**src/rtl/vsn_pkg.sv**
```systemverilog
package vsn_pkg;

    // Legal one-hot element width codes
    typedef enum logic [2:0] {
        SZ_HALF16 = 3'b001,
        SZ_WORD32 = 3'b010,
        SZ_DBL64  = 3'b100
    } size_code_e;

    localparam int NUM_WIDTHS   = 3;
    localparam int BASE_SRC_W   = 16;
    localparam int VLEN_GRAIN   = 64;

    // Decoded width selection: legal flag plus one-hot pick per width path
    typedef struct packed {
        logic                  legal;
        logic [NUM_WIDTHS-1:0] pick;
    } size_sel_t;

    function automatic logic code_is_legal(input logic [2:0] code);
        return (code == SZ_HALF16) || (code == SZ_WORD32) || (code == SZ_DBL64);
    endfunction

    function automatic int src_width_of(input int idx);
        return BASE_SRC_W << idx;
    endfunction

endpackage

```
**src/rtl/vsn_size_decode.sv**
```systemverilog
module vsn_size_decode
    import vsn_pkg::*;
(
    input  logic [2:0] size_code,
    output size_sel_t  sel
);
    always_comb begin
        sel.legal = code_is_legal(size_code);
        sel.pick  = sel.legal ? size_code : '0;
    end

    // Pick is one-hot exactly when legal, empty otherwise
    always_comb begin
        AST_PICK_ONEHOT: assert (sel.legal ? ($countones(sel.pick) == 1) : (sel.pick == '0));
    end
endmodule

```
**src/rtl/vsn_sat_lane.sv**
```systemverilog
module vsn_sat_lane #(
    parameter int SRC_W = 16
) (
    input  logic [SRC_W-1:0]   src,
    output logic [SRC_W/2-1:0] narrowed,
    output logic               clamped
);
    localparam int HALF = SRC_W / 2;
    localparam logic [HALF-1:0] POS_LIMIT = {1'b0, {(HALF-1){1'b1}}};
    localparam logic [HALF-1:0] NEG_LIMIT = {1'b1, {(HALF-1){1'b0}}};

    logic [HALF:0] upper;   // bits from narrow sign bit to top
    logic          fits;

    always_comb begin
        upper    = src[SRC_W-1:HALF-1];
        fits     = (&upper) | ~(|upper);
        clamped  = ~fits;
        if (fits)
            narrowed = src[HALF-1:0];
        else if (src[SRC_W-1])
            narrowed = NEG_LIMIT;
        else
            narrowed = POS_LIMIT;
    end

    always_comb begin
        if (clamped) begin
            AST_CLAMP_EXTREME: assert (narrowed == POS_LIMIT || narrowed == NEG_LIMIT);
        end
    end
endmodule

```
**src/rtl/vsn_width_path.sv**
```systemverilog
module vsn_width_path #(
    parameter int VLEN  = 128,
    parameter int SRC_W = 16
) (
    input  logic [VLEN-1:0]    operand,
    output logic [VLEN-1:0]    packed_res,
    output logic [VLEN/16-1:0] sat_flags
);
    localparam int HALF  = SRC_W / 2;
    localparam int NELEM = VLEN / SRC_W;
    localparam int NSAT  = VLEN / 16;

    for (genvar e = 0; e < NELEM; e++) begin : g_elem
        vsn_sat_lane #(.SRC_W(SRC_W)) u_lane (
            .src      (operand[e*SRC_W +: SRC_W]),
            .narrowed (packed_res[e*SRC_W +: HALF]),
            .clamped  (sat_flags[e])
        );
        assign packed_res[e*SRC_W+HALF +: HALF] = '0;
    end

    if (NSAT > NELEM) begin : g_pad
        assign sat_flags[NSAT-1:NELEM] = '0;
    end
endmodule

```
**src/rtl/vsn_narrow_unit.sv**
```systemverilog
module vsn_narrow_unit
    import vsn_pkg::*;
#(
    parameter int VLEN = 128
) (
    input  logic               clk,
    input  logic               rst,
    input  logic               in_valid,
    input  logic [VLEN-1:0]    in_operand,
    input  logic [2:0]         in_size,
    output logic               out_valid,
    output logic [VLEN-1:0]    out_result,
    output logic               out_illegal,
    output logic [VLEN/16-1:0] out_sat
);
    localparam int NSAT = VLEN / 16;

    initial begin
        AST_VLEN_GRAIN: assert (VLEN % VLEN_GRAIN == 0);
    end

    size_sel_t          sel;
    logic [VLEN-1:0]    path_res [NUM_WIDTHS];
    logic [NSAT-1:0]    path_sat [NUM_WIDTHS];
    logic [VLEN-1:0]    nxt_res;
    logic [NSAT-1:0]    nxt_sat;

    vsn_size_decode u_dec (
        .size_code (in_size),
        .sel       (sel)
    );

    for (genvar gi = 0; gi < NUM_WIDTHS; gi++) begin : g_path
        vsn_width_path #(
            .VLEN  (VLEN),
            .SRC_W (BASE_SRC_W << gi)
        ) u_path (
            .operand    (in_operand),
            .packed_res (path_res[gi]),
            .sat_flags  (path_sat[gi])
        );
    end

    // One-hot merge; an illegal code leaves both vectors at zero
    always_comb begin
        nxt_res = '0;
        nxt_sat = '0;
        for (int gi = 0; gi < NUM_WIDTHS; gi++) begin
            if (sel.pick[gi]) begin
                nxt_res = nxt_res | path_res[gi];
                nxt_sat = nxt_sat | path_sat[gi];
            end
        end
    end

    always_ff @(posedge clk) begin
        if (rst) begin
            out_valid   <= 1'b0;
            out_result  <= '0;
            out_illegal <= 1'b0;
            out_sat     <= '0;
        end else begin
            out_valid <= in_valid;
            if (in_valid) begin
                out_result  <= nxt_res;
                out_illegal <= ~sel.legal;
                out_sat     <= nxt_sat;
            end
        end
    end

    function automatic logic [VLEN-1:0] upper_half_mask(input logic [2:0] code);
        logic [VLEN-1:0] m;
        int w;
        m = '0;
        w = (code == SZ_HALF16) ? 16 : (code == SZ_WORD32) ? 32 : 64;
        for (int b = 0; b < VLEN; b++) m[b] = ((b % w) >= (w / 2));
        return m;
    endfunction

    AST_VALID_FOLLOWS: assert property (@(posedge clk) disable iff (rst)
        in_valid |=> out_valid);
    AST_NO_SPURIOUS_VALID: assert property (@(posedge clk) disable iff (rst)
        !in_valid |=> !out_valid);
    AST_ILLEGAL_FLAGGED: assert property (@(posedge clk) disable iff (rst)
        (in_valid && !$onehot(in_size)) |=> out_illegal);
    AST_LEGAL_CLEAR: assert property (@(posedge clk) disable iff (rst)
        (in_valid && $onehot(in_size)) |=> !out_illegal);
    AST_ILLEGAL_ZERO: assert property (@(posedge clk) disable iff (rst)
        out_illegal |-> (out_result == '0 && out_sat == '0));
    AST_ODD_LANES_ZERO: assert property (@(posedge clk) disable iff (rst)
        (out_valid && !out_illegal) |-> ((out_result & upper_half_mask($past(in_size))) == '0));
    AST_HOLD_IDLE: assert property (@(posedge clk) disable iff (rst)
        !in_valid |=> ($stable(out_result) && $stable(out_illegal) && $stable(out_sat)));
endmodule

```
**config.mk**
```make
export PLATFORM = sky130hd
export DESIGN_NAME = vsn_narrow_unit
export DESIGN_NICKNAME = d
export VERILOG_FILES = /design/src/rtl/vsn_pkg.sv /design/src/rtl/vsn_size_decode.sv /design/src/rtl/vsn_sat_lane.sv /design/src/rtl/vsn_width_path.sv /design/src/rtl/vsn_narrow_unit.sv
export SDC_FILE = /design/constraint.sdc
export NUM_CORES = 1
export LEC_CHECK = 0
export ABC_CLOCK_PERIOD_IN_PS = 1700
export BUFFER_PORTS_ARGS = -buffer_cell sky130_fd_sc_hd__buf_2
export CAP_MARGIN = 0
export CELL_PAD_IN_SITES_DETAIL_PLACEMENT = 0
export CELL_PAD_IN_SITES_GLOBAL_PLACEMENT = 1
export CORE_MARGIN = 4
export CORE_UTILIZATION = 33
export CTS_CLUSTER_DIAMETER = 80
export DETAILED_ROUTE_END_ITERATION = 6
export PLACE_DENSITY_LB_ADDON = 0.1
export RECOVER_POWER = 100
export SETUP_SLACK_MARGIN = 0.1
export SLEW_MARGIN = 20
export SYNTH_ARGS = -nofsm -noshare
export SYNTH_HDL_FRONTEND = slang
export SYNTH_SLANG_ARGS = --single-unit
```
**constraint.sdc**
```tcl
create_clock -name clk -period 1.7 [get_ports clk]
set_input_delay 0 -clock clk [delete_from_list [all_inputs] [get_ports clk]]
set_output_delay 0 -clock clk [all_outputs]
set_load 0.02 [all_outputs]
```
==> impl_summary.md, run 1 <==
Route
In the final routed layout, each cell accounts on average for 18.0 um. The routed layout has 7126 vias. Dividing the detail-routed via count by the number of cells gives 5.33. Once detail routing completed, the nets flagged for antenna violations numbered 0. In the routed design, unresolved DRC markers number 0. Wires add up to 24100 um. The first detailed-routing pass took 4 iterations. The violation count after the first detailed-routing iteration is 375.

Die
The die height is 142 um. The floorplan core area is 17400 um^2. The chip width is 142 um. 272 I/O pins were placed. After floorplanning, the core was divided into 48 placement rows.

The floorplan step defined a die boundary enclosing 20100 um^2. For this configuration, the core starts out at a cell density of 33.8%.

Worst setup path
STA classifies the critical path startpoint as an input pin. At the worst endpoint, the arrival time is 1940 ps. Together, buffers and inverters on the worst path number 4.

The cell with the most instances on the worst path is sky130_fd_sc_hd__buf_4. The standard cell with the maximum stage delay on the critical path is sky130_fd_sc_hd__dlygate4sd3_1. Of all nets on the critical path, the largest fanout is 9.

The critical path goes through clkbuf_1 > dlygate4sd3_1 > buf_4 > nand4_1 > o41ai_1 > buf_4 > a21o_2 > a211o_1. The register-to-register setup slack is 660 ps. The worst setup path is captured at a flop. STA puts the critical path data required time at 2060 ps. The worst register-to-register path has a depth of 5. The largest single stage delay on the critical path is 560 ps.

Grouping stages by cell kind, the critical path spends the most delay in buffers and inverters. The critical path is of the input pin to flop type. The critical register-to-register path startpoint is out_result[19]. The worst register-to-register path ends at out_result[19].

Placed design
The worst-case setup slack after placement is -252 ps. The placed wire-length estimate is 17400 um. In this run the tool buffered the top-level ports with 255 buffer cells. The number of cells in the design after placement is 1207. The weighted congestion at the end of routability-driven global placement is 0.821.

Synthesis
The library cell with the largest summed area after synthesis is sky130_fd_sc_hd__dfxtp_1. The mean cell area of the mapped netlist is 8.37 um^2. The sequential area share after synthesis is 41.4%. The fraction of post-synthesis cell area in the top cell type by area is 41.4%. The number of enable flip-flop cells after synthesis is 0. The total of flip-flops plus latches after synthesis is 122.

Among all flip-flop cells after synthesis, the most frequent one is sky130_fd_sc_hd__dfxtp_1. The distinct cell type count of the synthesized netlist is 53. The cell count after synthesis came out at 704. Of all flip-flops after synthesis, the portion carrying an async set or reset was 0%. The mapped netlist covers 5890 um^2.

Yosys printed 0 warnings. After synthesis, the cell types taking the most area are sky130_fd_sc_hd__dfxtp_1 (41%), sky130_fd_sc_hd__a21oi_1 (9.1%), sky130_fd_sc_hd__o21ai_0 (5.2%).

STA
For the pin with the worst max-slew slack, the measured transition is 1010 ps. Setup violations remaining at the end of the flow were counted as 0. The max-slew violation count was 0.

The count of endpoints failing hold in the final timing report is 0. Derived from the worst setup path, the maximum achievable clock frequency is 633 MHz. Between clock sinks in the finished design, the worst skew comes to 0 ps. Subtracting the final worst setup slack from the clock period gives 1580 ps.

The portion of the clock cycle consumed by the worst path in the final layout is 93.0%. Setup repair after global routing could not meet its margin everywhere. The relative max-transition margin is 32.6%. Once routing completed, OpenROAD measured the worst setup slack at 120 ps.

Min path
In this run the most critical hold path is launched from in_operand[35]. The min-delay analysis places its worst path in the category input pin to flop. The worst hold path was traced through 4 stages.

The end point of the worst hold path is out_result[35].

Clocking
Clock tree synthesis inserted a total of 17 buffers. The depth of the CTS H-tree is 4. CTS saw 122 sinks.

The cell at the root of the clock tree is sky130_fd_sc_hd__clkbuf_16. The later pin in the worst-skew pair is clocked with a latency of 420 ps. TritonCTS built the clock tree. The longest clock path from root to sink contains 2 buffers.

Clock-pin slew was measured on the worst setup and hold paths at 50 ps.

Job
The tool flagged a number of max-cap violations equal to 0.

Cells and area
After the last flow step, the layout net total stands at 1235. From synthesis to final layout, the design area changed by 55.7%. The post-route netlist has 22.2% of its cells at a drive strength greater than 1. The filler cells instantiated in the layout total 1769. The most common cell after layout, fill and taps aside is sky130_fd_sc_hd__clkbuf_1. In the layout the commonest cells are sky130_fd_sc_hd__clkbuf_1 (131), sky130_fd_sc_hd__buf_2 (126), sky130_fd_sc_hd__dfxtp_1 (122). Once layout is complete, the cells apart from fillers number 1337. The number of antenna cells inserted is 0.

Global route
The via count of the first global-routing pass is 7070. The initial antenna violation count came to 0. Entering global routing, the biggest net connects 42 pins. Global routing used 23.1% of the available tracks across all layers. Summed over all layers, the global routing overflow is 0. The global-route wire length before repair is 37100 um.

Status
The run finished with clean final reports.

Power and ir drop
The combinational power share is 14.4%. The largest voltage drop on the vdd net is 691 uV. The sequential share of power is 38.1%. In this run the power spent charging and discharging nets is 1990 uW.

Per report_power, the clock group accounts for 47.5% of the total. The static power due to leakage is 0.00381 uW. The switching portion of total power is 25.3%. The internal portion of the total power is 5880 uW. The power density over the cells is 857 nW/um^2.
[how the worst max path moves through the flow]
stage | start | to | cells past startpoint
2_1_floorplan | in_operand[121] | out_result[89] | 6
3_3_place_gp | in_operand[109] | out_result[91] | 7
3_5_place_dp | in_operand[106] | out_result[93] | 7
6_report | in_operand[83] | out_result[65] | 8
5_1_grt | in_operand[74] | out_result[70] | 7
4_1_cts | in_operand[99] | out_result[80] | 10
[sequential cells by signal, summed over array words and instances (netlist names)]
signal,count
out_sat,8
out_valid,1
out_illegal,1
out_result,112
[area by class of cell]
cell class	instances	area, um^2	area share, %
Tap cell	225	282	3.07
Multi-Input combinational cell	527	3140	34.2
Clock buffer	22	484	5.28
Sequential cell	122	2440	26.6
Inverter	10	37.5	0.409
Timing Repair Buffer	423	2670	29.1
Clock inverter	8	118	1.28
[cell families (layout without fill, tap and decap cells)]
group / Yosys count / after routing / synth area share, %
xor gates and xnor gates: 1 / 1 / 0.149
buffers and inverters: 70 / 463 / 6.33
AOI/OAI and AO/OA: 293 / 293 / 32.3
DFF: 122 / 122 / 41.4
and+or+nand+nor: 215 / 215 / 19.3
muxes: 2 / 2 / 0.361
other: 1 / 16 / 0.0636
[worst reg2reg max path: stages (launching register included)]
cell	delay, ps
sky130_fd_sc_hd__dfxtp_1	310
sky130_fd_sc_hd__nand2_1	60
sky130_fd_sc_hd__a21oi_1	90
sky130_fd_sc_hd__nor2b_1	200
sky130_fd_sc_hd__o21ai_0	190
sky130_fd_sc_hd__nand2_1	80
[layer usage]
metal	track usage [%]	part of all wire, %	up-vias
li1	-	-	3450
met1	29.4	43	3396
met2	39.0	49	252
met3	4.35	6.2	28
met4	8.13	1.5	0
met5	0	0	-
[timing repair]
item                                    4_1_cts  5_1_grt
endpoints found under the setup margin        0       61
setup buffers                                 0        1
hold buffers                                103        0
hold endpoints to repair                    103        0
resized for setup                             0        7
[Yosys cell counts (2+ instances only)]
| cell | instances |
|---|---|
| sky130_fd_sc_hd__a211o_1 | 17 |
| sky130_fd_sc_hd__o211ai_1 | 2 |
| sky130_fd_sc_hd__buf_2 | 9 |
| sky130_fd_sc_hd__nand2_1 | 74 |
| sky130_fd_sc_hd__a22o_1 | 6 |
| sky130_fd_sc_hd__a21oi_1 | 107 |
| sky130_fd_sc_hd__a221o_1 | 29 |
| sky130_fd_sc_hd__nand4_1 | 29 |
| sky130_fd_sc_hd__a221oi_1 | 2 |
| sky130_fd_sc_hd__a21oi_4 | 2 |
| sky130_fd_sc_hd__nand2b_1 | 4 |
| sky130_fd_sc_hd__nor4_1 | 25 |
| sky130_fd_sc_hd__nand3_1 | 10 |
| sky130_fd_sc_hd__and3_1 | 4 |
| sky130_fd_sc_hd__and2_1 | 12 |
| sky130_fd_sc_hd__nor2b_1 | 11 |
| sky130_fd_sc_hd__o21bai_4 | 2 |
| sky130_fd_sc_hd__clkbuf_1 | 28 |
| sky130_fd_sc_hd__nor3_1 | 6 |
| sky130_fd_sc_hd__nor4_2 | 5 |
| sky130_fd_sc_hd__or2_2 | 2 |
| sky130_fd_sc_hd__or3_4 | 2 |
| sky130_fd_sc_hd__buf_6 | 4 |
| sky130_fd_sc_hd__a31oi_1 | 9 |
| sky130_fd_sc_hd__inv_1 | 9 |
| sky130_fd_sc_hd__o21a_1 | 20 |
| sky130_fd_sc_hd__buf_4 | 18 |
| sky130_fd_sc_hd__a21o_1 | 3 |
| sky130_fd_sc_hd__dfxtp_1 | 122 |
| sky130_fd_sc_hd__a2bb2oi_1 | 2 |
| sky130_fd_sc_hd__o21ai_1 | 6 |
| sky130_fd_sc_hd__o22ai_1 | 17 |
| sky130_fd_sc_hd__o21ai_0 | 61 |
| sky130_fd_sc_hd__nor2_1 | 26 |
[stage by stage]
| stage | setup TNS, ps | instance area [um^2] | utilization [%] | power (uW) | hold slack, ps |
|---|---|---|---|---|---|
| 2_1_floorplan | 0 | 5950 | - | 3520 | 106 |
| 3_3_place_gp | -3430 | 7750 | 44.5 | 4010 | 217 |
| 3_5_place_dp | -5760 | 7760 | 44.5 | 4020 | 221 |
| 4_1_cts | 0 | 9390 | 53.9 | 7940 | 2.14 |
| 5_1_grt | 0 | 9180 | 52.7 | 8150 | 28.3 |
| 6_report | 0 | 9180 | 52.7 | 7870 | 6.78 |
[power groups by stage]
stage	registers, uW	logic [uW]	clock network (uW)
after floorplan	3150	369	0
after detailed placement	3050	972	0
after CTS	2990	1160	3790
after global routing	3000	1230	3930
after global placement	3050	958	0
final	3000	1130	3740
Note: power is estimated with default switching activity, not from simulation.
==> run 2: changes to the inputs <==
--- a/config.mk
+++ b/config.mk
@@ -5,13 +5,14 @@
 export SDC_FILE = /design/constraint.sdc
 export NUM_CORES = 1
 export LEC_CHECK = 0
-export ABC_CLOCK_PERIOD_IN_PS = 1700
+export ABC_CLOCK_PERIOD_IN_PS = 1300
 export BUFFER_PORTS_ARGS = -buffer_cell sky130_fd_sc_hd__buf_2
 export CAP_MARGIN = 0
 export CELL_PAD_IN_SITES_DETAIL_PLACEMENT = 0
 export CELL_PAD_IN_SITES_GLOBAL_PLACEMENT = 1
+export CORE_ASPECT_RATIO = 1.4
 export CORE_MARGIN = 4
-export CORE_UTILIZATION = 33
+export CORE_UTILIZATION = 30
 export CTS_CLUSTER_DIAMETER = 80
 export DETAILED_ROUTE_END_ITERATION = 6
 export PLACE_DENSITY_LB_ADDON = 0.1
==> constraint.sdc (replaced) <==
create_clock -name clk -period 1.3 [get_ports clk]
set_input_delay 0 -clock clk [delete_from_list [all_inputs] [get_ports clk]]
set_output_delay 0 -clock clk [all_outputs]
set_load 0.02 [all_outputs]
==> impl_summary.md, run 2 (same netlist as run 1, synthesis figures left out) <==
Cells and area
out_result holds more flip-flops than any other register. The number of antenna cells inserted is 0. Cells fill 54.7% of the core in the end. Of the cells placed in the final design, the portion with a size suffix greater than 1 is 34.1%. In the layout the commonest cells are sky130_fd_sc_hd__buf_4 (138), sky130_fd_sc_hd__clkbuf_1 (132), sky130_fd_sc_hd__dfxtp_1 (122).

The synthesis-to-finish area growth is 79.1%. The fill cell instance count of the final layout is 1902. The largest registers in the layout are out_result (112), out_sat (8). The number of flip-flops in the largest register is 112.

The count of nets after finishing is 1327. The post-route non-filler standard cell count is 1452. The most common cell after layout, fill and taps aside is sky130_fd_sc_hd__buf_4.

Route
The final routed wirelength across all metal layers is 25500 um. The violation count after the first detailed-routing iteration is 341. The total iterations of the first detailed-routing run is 4. The total length of routed met3 wires is 1440 um.

The post-route antenna net violation count is 0. The detailed-routing wirelength on met1 is 10300 um. The routed length per placed instance is 17.6 um. For this block, the via count after detailed routing is 7339. The highest metal layer carrying signal wires in the routed design is met5. The via-per-instance ratio is 5.05. In the routed design, unresolved DRC markers number 0. The wire length on met2 is 13200 um.

Power and ir drop
The final total power is 11000 uW. The static power due to leakage is 0.00441 uW. VDD sags by at most 795 uV.

Dividing total power by cell area gives a power density of 1040 nW/um^2.

Worst setup path
The number of buffers and inverters on the critical path is 2. At the worst endpoint, the arrival time is 1640 ps. Data on the critical path is required at its endpoint by 1610 ps.

The critical setup path kind is input pin to flop. The worst setup path is launched from an input pin. The delay contributed by the slowest stage of the critical path is 390 ps. The cell family with the largest share of critical-path delay is simple AND/OR/NAND/NOR gates. The critical path capture point type is a flop. Walking the worst path, the cells encountered are buf_2 > nor4_4 > nand4_1 > or3_4 > nor3b_4 > buf_12 > a221o_1. The register-to-register setup slack is 360 ps.

The standard cell with the maximum stage delay on the critical path is sky130_fd_sc_hd__or3_4. The highest net fanout along the worst path is 6.

Clocking
TritonCTS built the clock tree. The deepest clock path buffer count is 2. Counting every sink on the clock net gives 122. The cell at the root of the clock tree is sky130_fd_sc_hd__clkbuf_16. After clock tree synthesis, the clock-pin slew on the worst setup and hold paths is 60 ps. The insertion delay to the later sink of the worst-skew pair is 420 ps. The H-tree was split into 4 levels.

The TritonCTS buffer count is 17.

Placed design
The placed wire-length estimate is 18500 um. OpenSTA, run right after detailed placement, puts the worst setup slack at -590 ps. Input and output buffers added on the ports amount to 255. The weighted congestion at the end of routability-driven global placement is 0.833. The number of cells in the design after placement is 1321.

STA
For the final routed database, the setup TNS stands at -189 ps. Between clock sinks in the finished design, the worst skew comes to 0 ps. Based on the critical path, the design can be clocked at up to 749 MHz. The count of endpoints failing hold in the final timing report is 2. The minimum setup slack in the final design is -34.2 ps.

The worst hold margin is -13.7 ps. The max-slew violation count is 0. The minimum period implied by the final worst setup slack is 1330 ps. For the pin with the worst max-slew slack, the measured transition is 713 ps. Measured against its own limit, the worst slew margin works out to 52.4%. The total of endpoints with negative setup slack in the final report is 12.

Setup repair after global routing could not meet its margin everywhere. The portion of the clock cycle consumed by the worst path in the final layout is 103%.

Die
The initial core utilization is 30.6%. The count of standard-cell rows is 60. Pin placement for this block handled 272 I/O pins. The die covers 22000 um^2.

The die is 174 um tall. The floorplan core area is 19300 um^2. The die is 126 um wide.

Global route
The all-layer global routing usage is 22.2%. The initial antenna violation count is 1. The leftover overflow at the end of global routing is 0. The global-route wire length before repair is 39500 um. Entering global routing, the biggest net connects 34 pins. The via count of the first global-routing pass is 7468.

Job
The number of maximum-capacitance constraint violations is 0.

Min path
The type of the most critical hold path is input pin to flop.

Status
The checks that failed: negative hold slack, negative setup slack. The flow ran to the end, but the final reports show violations.
-- run 2: worst reg2reg max path, cell delays in order (launching register included) --
cell                      delay (ps)
sky130_fd_sc_hd__dfxtp_1         330
sky130_fd_sc_hd__nand2_1          50
sky130_fd_sc_hd__a21oi_1         180
sky130_fd_sc_hd__nor2b_1         210
sky130_fd_sc_hd__o21ai_2          80
sky130_fd_sc_hd__nand2_1          50
-- run 2: per-stage QoR --
| step | cell area (um^2) | hold WS (ps) |
|---|---|---|
| finish | 10600 | -13.7 |
| global route | 10600 | 22.9 |
| CTS | 10400 | 0.950 |
| detailed placement | 8630 | 221 |
| global placement | 8620 | 216 |
| floorplan | 6130 | 110 |
-- run 2: layer usage --
metal	up-vias	GRT usage, %
met1	3466	26.0
met5	-	0
met2	217	39.8
met4	2	7.33
li1	3616	-
met3	38	4.87
-- run 2: area by class of cell --
class                      count  area, um^2  area share, %
sequential                   122        2440           23.1
tap                          248         310           2.94
clock buffer                  23         478           4.53
multi-input combinational    528        3620           34.3
clock inverter                 7         164           1.55
inverter                      10        37.5          0.356
timing repair buffer         514        3500           33.2
-- run 2: final timing paths --
check / startpoint / endpoint / cells after the start
max: in_operand[103] / out_result[92] / 7
min: in_operand[42] / out_result[42] / 4
max reg2reg: out_result[16] / out_result[16] / 5
min reg2reg: out_result[41] / out_result[41] / 2
-- run 2: report_power, final --
part / switching, uW / internal, uW / total [uW]
clock network: 1720 / 3530 / 5250
logic: 943 / 846 / 1790
registers: 63.2 / 3850 / 3910
-- run 2: what timing repair did --
action / CTS / global route
pin swaps: 13 / 45
endpoints found under the hold margin: 93 / 0
gates resized for setup: 38 / 77
setup buffers: 2 / 5
hold buffers: 91 / 0
endpoints found under the setup margin: 81 / 95
cloned: 2 / 1
